### src/rtl/plb_pkg.sv
package plb_pkg;
  localparam int unsigned BYTE_W = 8;

  typedef enum logic [1:0] {
    SEL_PX   = 2'd0,
    SEL_PY   = 2'd1,
    SEL_B    = 2'd2,
    SEL_NONE = 2'd3
  } sel_e;

  // Number of whole byte slots needed to cover a field of w bits.
  function automatic int unsigned bytes_for(input int unsigned w);
    return (w + BYTE_W - 1) / BYTE_W;
  endfunction
endpackage

### src/rtl/plb_byte_shifter.sv
module plb_byte_shifter
  import plb_pkg::*;
#(
  parameter int unsigned FIELD_W = 163
) (
  input  logic               clk,
  input  logic               rst_n,
  input  logic               clr,
  input  logic               wr,
  input  logic [BYTE_W-1:0]  din,
  output logic [FIELD_W-1:0] value,
  output logic               full,
  output logic               take
);
  localparam int unsigned NBYTES = bytes_for(FIELD_W);
  localparam int unsigned SR_W   = NBYTES * BYTE_W;
  localparam int unsigned CNT_W  = $clog2(NBYTES + 1);
  localparam logic [CNT_W-1:0] LAST = CNT_W'(NBYTES);

  logic [SR_W-1:0]  sr;
  logic [CNT_W-1:0] cnt;

  // New byte enters at the top and everything moves down one slot; after
  // NBYTES pushes the first byte sits at bit 0 and the spare bits of the
  // final byte lie above FIELD_W, where they are dropped.
  function automatic logic [SR_W-1:0] push_byte(input logic [SR_W-1:0] cur,
                                                 input logic [BYTE_W-1:0] b);
    return {b, cur[SR_W-1:BYTE_W]};
  endfunction

  assign full  = (cnt == LAST);
  assign take  = wr & ~clr & ~full;
  assign value = sr[FIELD_W-1:0];

  always_ff @(posedge clk) begin
    if (!rst_n) begin
      sr  <= '0;
      cnt <= '0;
    end else if (clr) begin
      sr  <= '0;
      cnt <= '0;
    end else if (take) begin
      sr  <= push_byte(sr, din);
      cnt <= cnt + 1'b1;
    end
  end
endmodule

### src/rtl/plb_out_sel.sv
module plb_out_sel #(
  parameter int unsigned FIELD_W = 163,
  parameter int unsigned NREG    = 3,
  parameter int unsigned SEL_W   = 2
) (
  input  logic [NREG*FIELD_W-1:0] bank,
  input  logic [NREG-1:0]         valid,
  input  logic [SEL_W-1:0]        sel,
  output logic [FIELD_W-1:0]      rd
);
  always_comb begin
    rd = '0;
    for (int i = 0; i < NREG; i++) begin
      if (sel == SEL_W'(i) && valid[i]) rd = bank[i*FIELD_W +: FIELD_W];
    end
  end
endmodule

### src/rtl/param_load_bank.sv
module param_load_bank
  import plb_pkg::*;
#(
  parameter int unsigned FIELD_W = 163,
  parameter int unsigned NREG    = 3,
  parameter int unsigned SEL_W   = $clog2(NREG + 1)
) (
  input  logic               clk,
  input  logic               rst_n,
  input  logic [NREG-1:0]    ld_start,
  input  logic [NREG-1:0]    wr_en,
  input  logic [BYTE_W-1:0]  byte_in,
  input  logic [SEL_W-1:0]   rd_sel,
  output logic [FIELD_W-1:0] rd_data,
  output logic [NREG-1:0]    loaded,
  output logic               all_loaded
);
  logic [NREG*FIELD_W-1:0] bank;
  logic [NREG-1:0]         byte_take;  // event: a byte entered register i

  for (genvar g = 0; g < NREG; g++) begin : g_reg
    plb_byte_shifter #(.FIELD_W(FIELD_W)) u_shf (
      .clk  (clk),
      .rst_n(rst_n),
      .clr  (ld_start[g]),
      .wr   (wr_en[g]),
      .din  (byte_in),
      .value(bank[g*FIELD_W +: FIELD_W]),
      .full (loaded[g]),
      .take (byte_take[g])
    );
  end

  plb_out_sel #(.FIELD_W(FIELD_W), .NREG(NREG), .SEL_W(SEL_W)) u_sel (
    .bank (bank),
    .valid(loaded),
    .sel  (rd_sel),
    .rd   (rd_data)
  );

  assign all_loaded = &loaded;
endmodule

### config.mk
export PLATFORM = sky130hd
export DESIGN_NAME = param_load_bank
export DESIGN_NICKNAME = d
export VERILOG_FILES = /design/src/rtl/plb_pkg.sv /design/src/rtl/plb_byte_shifter.sv /design/src/rtl/plb_out_sel.sv /design/src/rtl/param_load_bank.sv
export SDC_FILE = /design/constraint.sdc
export NUM_CORES = 1
export LEC_CHECK = 0
export ABC_AREA = 1
export BUFFER_PORTS_ARGS = -buffer_cell sky130_fd_sc_hd__buf_4
export CAP_MARGIN = 20
export CORE_MARGIN = 1
export CORE_UTILIZATION = 54
export CTS_CLUSTER_DIAMETER = 50
export CTS_CLUSTER_SIZE = 20
export DETAILED_ROUTE_END_ITERATION = 10
export GPL_TIMING_DRIVEN = 0
export HOLD_SLACK_MARGIN = 0.05
export PLACE_DENSITY = 0.83
export RECOVER_POWER = 100
export SYNTH_ARGS = -nofsm -noshare
export SYNTH_HDL_FRONTEND = slang
export SYNTH_SLANG_ARGS = --single-unit
### constraint.sdc
create_clock -name clk -period 1.6 [get_ports clk]
set_clock_uncertainty 0.1 [all_clocks]
set_input_delay 0.24 -clock clk [delete_from_list [all_inputs] [get_ports clk]]
set_output_delay 0.24 -clock clk [all_outputs]
set_load 0.1 [all_outputs]
* Word-level counts from Yosys, hierarchy flattened
Cells that the tools add are included.
Widths: inputs -> output; s select.
** Cells by class
- $add $sub $neg :: 3
- $mul :: 0
- Div/mod/pow operators :: 0
- Magnitude comparators :: 0
- Equality and inequality tests :: 5
- Shift operators :: 0
- Mux-type cells :: 3
- Bitwise operators :: 13
- Reductions and logical operators :: 8
** Operators by type and width (number)
- $mux 163 :: 3
- $add 5x1->5 const B :: 3
- $eq 5x5->1 const B :: 3
- $not 1->1 :: 7
- $and 1x1->1 :: 6
- $reduce_or 2->1 :: 3
- $logic_and 1x1->1 :: 3
- $reduce_and 3->1 :: 1
- $eq 2x1->1 const B :: 1
- $eq 2x2->1 const B :: 1
- $logic_not 2->1 :: 1
** Storage, ports and cells
- Flip-flop bits (word level) :: 519
- Bits in latches :: 0
- Bits in writable memories :: 0
- Memory bits (read-only) :: 0
- Output and inout bits :: 167
- Memories kept :: 0

* Depth between registers and ports, before layout
Gate-level depths: netlist (run 1).
- Depth in word-level cells :: 5
- Gate-level depth with buffers :: 10
- Depth with buffers taken out :: 8

* Cells and area by module
Synthesis (run 1) repeated with hierarchy kept, for this count alone.
** Second synthesis, totals
- Cells, all modules :: 3636
- Area total of the unflattened synthesis :: 26761.9 um^2
** Modules (own cells, without submodules)
- plb_byte_shifter :: times used 3, cells each 945, area an instance 7449.6 um^2, seq. area each 3463.3 um^2
- plb_out_sel :: times used 1, cells each 798, area an instance 4399.2 um^2, seq. area each 0.0 um^2
- param_load_bank :: times used 1, cells each 3, area an instance 13.8 um^2, seq. area each 0.0 um^2

* Least setup slack after synthesis (run 1)
No wires, ideal clock.
- Path kind :: register to output
- Start :: register g_reg[2].u_shf.cnt[0]
- End :: output port all_loaded
- Arrival time :: 2864 ps
- Required time :: 1260 ps
- Setup slack :: -1604 ps
- Cell stages (with the launch flop) :: 6
- Path buffers :: 0
- Cells stage by stage :: dfxtp_1 -> ha_1 -> inv_1 -> nor2_1 -> nand2_2 -> nor3_1
** Between the ends
- Word-level cells in the longest chain between the ends :: 2
** RTL lines
- start: declaration :: RTL line plb_byte_shifter.sv:21 : logic [CNT_W-1:0] cnt;
- start signal: assignment :: RTL line plb_byte_shifter.sv:44 : cnt <= cnt + 1'b1;
- $eq 5x5->1 :: RTL line plb_byte_shifter.sv:31 : assign full = (cnt == LAST);
- $reduce_and 3->1 :: RTL line param_load_bank.sv:41 : assign all_loaded = &loaded;
- end: declaration :: RTL line param_load_bank.sv:16 : output logic all_loaded
No other way between the ends.

* Worst setup path after layout (run 1)
- Start :: register g_reg[1].u_shf.cnt[1]
- End :: output port rd_data[38]
** Between the ends
- Word-level cells in the longest chain between the ends :: 4
** RTL lines
- start: declaration :: RTL line plb_byte_shifter.sv:21
- start signal: assignment :: RTL line plb_byte_shifter.sv:44
- $eq 5x5->1 :: RTL line plb_byte_shifter.sv:31
- $logic_and 1x1->1 :: RTL line plb_out_sel.sv:14 : if (sel == SEL_W'(i) && valid[i]) rd = bank[i*FIELD_W +: FIELD_W];
- $mux 163 (2 in series) :: RTL line plb_out_sel.sv:14
- end: declaration :: RTL line param_load_bank.sv:14 : output logic [FIELD_W-1:0] rd_data,
No other way between the ends.

==> results.py, run 1 <==
metrics = {
    "worst_setup_path": {
        "cp_max_fo": 10,
        "cp.required_ps": 1260,
        "arrival_ps": 2820,
        "cp-end-kind": "output pin",
        "slowest_stage": "nand3_1",
        "critPathLaunchType": "register",
        "endpoint": "rd_data[38]",
        "path_common_cell": "buf_12",
        "critical_path.max_stage_delay_ps": 410,
        "cp_cell_sequence": "inv_4 -> ha_4 -> nand2_4 -> nor2_4 -> buf_12 -> buf_4 -> nand3_1 -> nand3_4 -> buf_12",
        "cp-startpoint": "g_reg[1].u_shf.cnt[1]",
        "r2r_start": "g_reg[1].u_shf.cnt[1]",
        "r2r_cells": 11,
        "rrSetupSlack_ps": -470,
        "timing.rr.end": "g_reg[1].u_shf.sr[12]",
        "worst-setup-path-type": "reg -> out",
    },
    "finish": {
        "area_delta_synth_final_pct": 59.5,
        "multi_input_area_um2": 15300,
        "fill_cells": 1805,
        "drive_above_1_share_pct": 33.6,
        "nNetsFinal": 3442,
        "utilization_pct": 87.2,
        "final-seq-area_um2": 10400,
        "diodes": 0,
    },
    "timing": {
        "hold_violations": 0,
        "worstMarginPinSlew_ps": 1100,
        "period_share_pct": 198,
        "fin_setup_tns_ps": -278050,
        "drv_slew": 0,
        "fmax_mhz": 316,
        "min_period_ps": 3160,
        "rsz0062_at_grt": "true",
        "final.setup.worst_slack_ps": -1560,
        "relSlewSlack_pct": 26.7,
        "setup_violations": 683,
        "fin_worst_hold_slack_ps": 147,
    },
    "detailed_routing": {
        "via_count": 25907,
        "routed_wl_um": 101000,
        "topRoutingLayerUsed": "met5",
        "wl_per_cell_um": 25.2,
        "wl_met3_um": 12300,
        "met1_length_um": 35500,
        "ant_nets": 0,
        "vias_per_cell": 6.49,
        "drtIter0Drc": 3712,
        "drc_errors": 0,
        "wl_met2_um": 45200,
        "first_pass_iters": 8,
    },
    "floorplan": {
        "initial_core_util_pct": 54.7,
        "fp.dieW_um": 205,
        "ios": 185,
        "die_area_um2": 42100,
        "die_h_um": 205,
        "core_um2": 40700,
        "core.rowCount": 74,
    },
    "run": {
        "maxCapViolations": 0,
    },
    "placed_design": {
        "post-place-ws_ps": -753,
        "io_buffer_count": 182,
        "gp_congestion": 0.990,
        "hpwl_um": 57000,
    },
    "synth": {
        "yosysTopAreaCell": "dfxtp_1",
        "synth_cells": 3115,
        "synth_most_common_cell": "nor2_1",
        "netlist.area_leader.share_pct": 46.7,
        "ys_seq_elements": 519,
        "synth_cell_type_count": 21,
        "synth_edf_count": 0,
        "dominantRegCellSynth": "dfxtp_1",
        "ys_warn_count": 0,
        "ys_seq_area_share_pct": 46.7,
        "synthesis.nets": 3139,
        "async_flop_share_pct": 0,
        "synthTopCellsByCount": "nor2_1 (1023), nand3_1 (661), dfxtp_1 (519)",
        "avgSynthCellArea_um2": 7.15,
        "syn_area_um2": 22300,
        "synth_area_leaders": "dfxtp_1 (47%), nor2_1 (17%), nand3_1 (15%)",
    },
    "min_path": {
        "hold_start": "ld_start[2]",
        "min_path_type": "in -> reg",
    },
    "global_routing": {
        "grt_remaining_overflow": 0,
        "grt_pass1_wl_um": 130000,
        "grt_pass1_vias": 23049,
        "grt_antenna_before_repair": 2,
        "grt_max_degree": 21,
        "grt_util_all_layers_pct": 39.7,
    },
    "power_and_ir_drop": {
        "p_leak_nw": 13.4,
        "peakVddDrop_mv": 1.18,
        "power_density_nw_per_um2": 840,
    },
    "clock_tree": {
        "cts_tree": "done",
        "htreeDepth": 2,
        "root_buffer": "clkbuf_16",
        "clk_latency_ps": 630,
        "numCtsBuffers": 49,
        "clock_path_buffers": 3,
        "cts.clk_slew.worst_paths_ps": 80,
        "cts_sinks": 519,
    },
    "outcome": {
        "violations": "negative setup slack",
        "status": "finished with violations",
    },
}
## area by class of cell
class	instances	share of cell area (%)
Buffer	276	7.15
Clock buffer	53	3.67
Clock inverter	39	1.38
Inverter	33	0.363
Multi-Input combinational cell	2286	43.2
Sequential cell	519	29.3
Tap cell	532	1.87
Timing Repair Buffer	253	13.1
## worst max-delay path: cells and delay by family, from the launching register on
kind | cells | cell delay [ps]
buffers and inverters | 4 | 700
DFF | 1 | 360
and+or+nand+nor | 4 | 980
adders and majority gates | 1 | 130
## power breakdown
group	total, mW	switching [mW]	internal, mW
combinational	2.94	1.97	0.970
sequential	13.8	0.526	13.3
clock	13.1	6.42	6.66
## layout by cell type, fill, tap and decap left out, types with 10 or more instances in the layout
cell and instances:
nand3_2 185, buf_8 36, buf_12 195, nand2_1 48, clkbuf_16 77, clkinv_8 10, nor2_2 25, dfxtp_1 511
nor2_4 39, inv_2 11, nand3_4 281, inv_1 20, buf_4 57, dlygate4sd3_1 11, nand3_1 195, o21ai_2 49
buf_6 62, nor2_1 974, o21ai_0 329, o21ai_1 118, clkbuf_1 66, buf_2 45
## kinds of logic after synthesis
logic type | share of synthesized area (%)
and+or+nand+nor | 34.3
DFF | 46.7
AOI/OAI and AO/OA | 11.5
buffers and inverters | 7.20
adders and majority gates | 0.337
## sequential cells by signal, summed over array words and instances (netlist names)
register     cells
g.u_shf.sr     504
g.u_shf.cnt     15
## routing by layer
layer	global-route usage [%]	vias to the layer above
met5	0	-
met4	18.3	4
met3	6.97	631
met2	64.2	2038
met1	51.4	12202
li1	-	11032
## repair_timing
item	in CTS	in global routing
cloned	3	30
pin swaps	46	127
hold endpoints to repair	27	0
gates resized for setup	631	536
hold buffers	11	0
endpoints found under the setup margin	682	686
setup buffers	10	19
## how the worst min path moves through the flow
stage                                   to  slack [ps]  depth (start not counted)
global route         g_reg[2].u_shf.cnt[3]         140                          5
floorplan           g_reg[0].u_shf.sr[167]         300                          2
CTS                 g_reg[2].u_shf.sr[136]         100                          5
finish               g_reg[2].u_shf.cnt[2]         150                          5
global placement    g_reg[0].u_shf.sr[164]         360                          2
detailed placement  g_reg[2].u_shf.sr[163]         370                          2
## metrics by stage
stage / instances / area [um2] / total power, mW
global placement: 3829 / 28300 / 16.1
finish: 3991 / 35500 / 29.8
floorplan: 3115 / 26300 / 15.5
detailed placement: 3829 / 28300 / 16.2
CTS: 3945 / 33100 / 28.7
global route: 3991 / 35500 / 30.4
Note: power is estimated with default switching activity, not from simulation.
==> inputs of run 2 (changes only) <==
- BUFFER_PORTS_ARGS: -buffer_cell sky130_fd_sc_hd__buf_4 -> -buffer_cell sky130_fd_sc_hd__buf_2
==> results.py, run 2 (synthesized netlist as in run 1, its figures left out) <==
metrics = {
    "placed_design": {
        "io_buffer_count": 182,
        "hpwl_um": 56200,
        "dp.cells": 3829,
        "gp_congestion": 0.975,
        "post-place-ws_ps": -916,
    },
    "clock_tree": {
        "numCtsBuffers": 47,
        "clock_path_buffers": 3,
        "root_buffer": "clkbuf_16",
        "htreeDepth": 2,
        "clk_latency_ps": 640,
        "cts.clk_slew.worst_paths_ps": 70,
        "cts_tree": "done",
        "cts_sinks": 519,
    },
    "detailed_routing": {
        "ant_nets": 0,
        "drc_errors": 0,
        "drtIter0Drc": 3888,
        "vias_per_cell": 6.50,
        "wl_per_cell_um": 25.3,
        "routed_wl_um": 101000,
        "first_pass_iters": 8,
        "via_count": 25942,
    },
    "worst_setup_path": {
        "path_delay_family": "buffers and inverters",
        "critPathBufInv": 4,
        "path_common_cell": "nand3_4",
        "critPathLaunchType": "primary input",
        "timing.rr.end": "g_reg[1].u_shf.sr[27]",
        "r2r_cells": 11,
        "r2r_start": "g_reg[1].u_shf.cnt[3]",
        "worst-setup-path-type": "in -> out",
        "cp.required_ps": 1260,
        "arrival_ps": 2450,
        "cp-end-kind": "output pin",
        "cp_cell_sequence": "buf_2 -> inv_1 -> nor2_4 -> clkbuf_1 -> nand3_4 -> nand3_4 -> buf_12",
        "rrSetupSlack_ps": -650,
        "cp_max_fo": 10,
        "slowest_stage": "clkbuf_1",
        "critical_path.max_stage_delay_ps": 810,
        "path_depth": 7,
    },
    "power_and_ir_drop": {
        "peakVddDrop_mv": 1.09,
        "p_int_mw": 20.7,
        "p_clk_share_pct": 44.0,
        "net-switching-power_mw": 8.59,
        "switching_share_pct": 29.3,
        "power_density_nw_per_um2": 820,
        "pwr-share-seq_pct": 47.1,
        "p_leak_nw": 13.1,
        "p_total_mw": 29.3,
        "combPwrFrac_pct": 8.8,
    },
    "min_path": {
        "worst_hold_path.endpoint": "g_reg[2].u_shf.sr[135]",
        "min_path_type": "in -> reg",
        "hold_start": "ld_start[2]",
        "hold_depth": 5,
    },
    "global_routing": {
        "grt_antenna_before_repair": 3,
        "grt_remaining_overflow": 0,
        "grt_pass1_wl_um": 131000,
        "grt_pass1_vias": 22977,
        "grt_util_all_layers_pct": 40.2,
        "grt_max_degree": 21,
    },
    "outcome": {
        "violations": "negative setup slack",
        "status": "finished with violations",
    },
    "finish": {
        "regMostFlops": "g.u_shf.sr",
        "fill_cells": 1837,
        "utilization_pct": 87.7,
        "nNetsFinal": 3442,
        "final_cells": 3990,
        "area_delta_synth_final_pct": 60.4,
        "drive_above_1_share_pct": 33.6,
        "mostFrequentLayoutCells": "nor2_1 (1023), dfxtp_1 (513), o21ai_0 (413)",
        "largestRegisters": "g.u_shf.sr: 504 flops, g.u_shf.cnt: 15 flops",
        "largest_register_ffs": 504,
        "multi_input_area_um2": 15700,
        "mostFrequentLayoutCell": "nor2_1",
        "final-seq-area_um2": 10400,
    },
    "timing": {
        "min_period_ps": 2790,
        "relSlewSlack_pct": 27.9,
        "fin_worst_hold_slack_ps": 182,
        "setup_violations": 686,
        "rsz0062_at_grt": "true",
        "worstMarginPinSlew_ps": 1080,
        "final.setup.worst_slack_ps": -1190,
        "period_share_pct": 174,
        "hold_violations": 0,
        "drv_slew": 0,
        "fmax_mhz": 358,
    },
    "floorplan": {
        "initial_core_util_pct": 54.7,
        "core_um2": 40700,
        "ios": 185,
        "die_area_um2": 42100,
        "core.rowCount": 74,
        "fp.dieW_um": 205,
        "die_h_um": 205,
    },
    "run": {
        "maxCapViolations": 0,
    },
}
## run 2: routing by layer
metal  share of wire, %  vias up  global-route usage [%]  routed length [um]
met5              0.033        -                       0                  33
met4                7.6        4                    18.2                7680
met3                 11      649                    7.16               11100
met2                 45     2002                    64.9               45800
met1                 36    12269                    52.1               36300
li1                   -    11018                       -                   -
## run 2: worst max-delay path by stage
stage                                      from      endpoint  slack (ps)
after floorplan           g_reg[2].u_shf.cnt[1]    all_loaded        -290
after global placement                rd_sel[0]   rd_data[99]        -900
after detailed placement              rd_sel[0]  rd_data[146]        -920
after CTS                 g_reg[0].u_shf.cnt[1]    rd_data[7]        -960
after global routing      g_reg[0].u_shf.cnt[1]   rd_data[51]       -1210
final                                 rd_sel[0]   rd_data[44]       -1190
## run 2: through the flow
| step | instance area [um2] | TNS [ps] |
|---|---|---|
| finish | 35700 | -340700 |
| global route | 35700 | -386090 |
| CTS | 33300 | -252110 |
| detailed placement | 27900 | -218340 |
| global placement | 27900 | -192630 |
| floorplan | 26300 | -27070 |
## run 2: power by group through the flow
| stage | combinational, mW | clock, mW | sequential, mW |
|---|---|---|---|
| 3_3_place_gp | 2.07 | 0 | 14.0 |
| 5_1_grt | 2.76 | 13.2 | 13.8 |
| 4_1_cts | 2.23 | 12.6 | 13.7 |
| 3_5_place_dp | 2.15 | 0 | 14.0 |
| 6_report | 2.58 | 12.9 | 13.8 |
| 2_1_floorplan | 1.63 | 0 | 13.8 |
## run 2: what timing repair did
item                       CTS  global route
cloned                       5            29
resized for setup          847           294
hold endpoints to repair    27             0
pin swaps                   21            78
hold buffers                11             0
setup endpoints to repair  682           686
buffers inserted            16            12
## run 2: cell type report
cell class              count  area share (%)
multi-input cells        2285            44.1
flip-flops and latches    519            29.1
repair buffers            254            13.0
plain buffers             278            6.73
clock buffers              51            3.42
well taps                 532            1.86
clock inverters            37            1.43
inverters                  33           0.354
diodes                      1         0.00701
## run 2: worst reg2reg max path: stages, from the launching register on
cell and delay (ps):
dfxtp_1 450, inv_2 90, nand2_4 90, nor2_4 50, buf_6 110, buf_6 130, buf_4 140, nor2_4 100
buf_4 320, buf_2 310, nor2_1 100, nor2_1 190
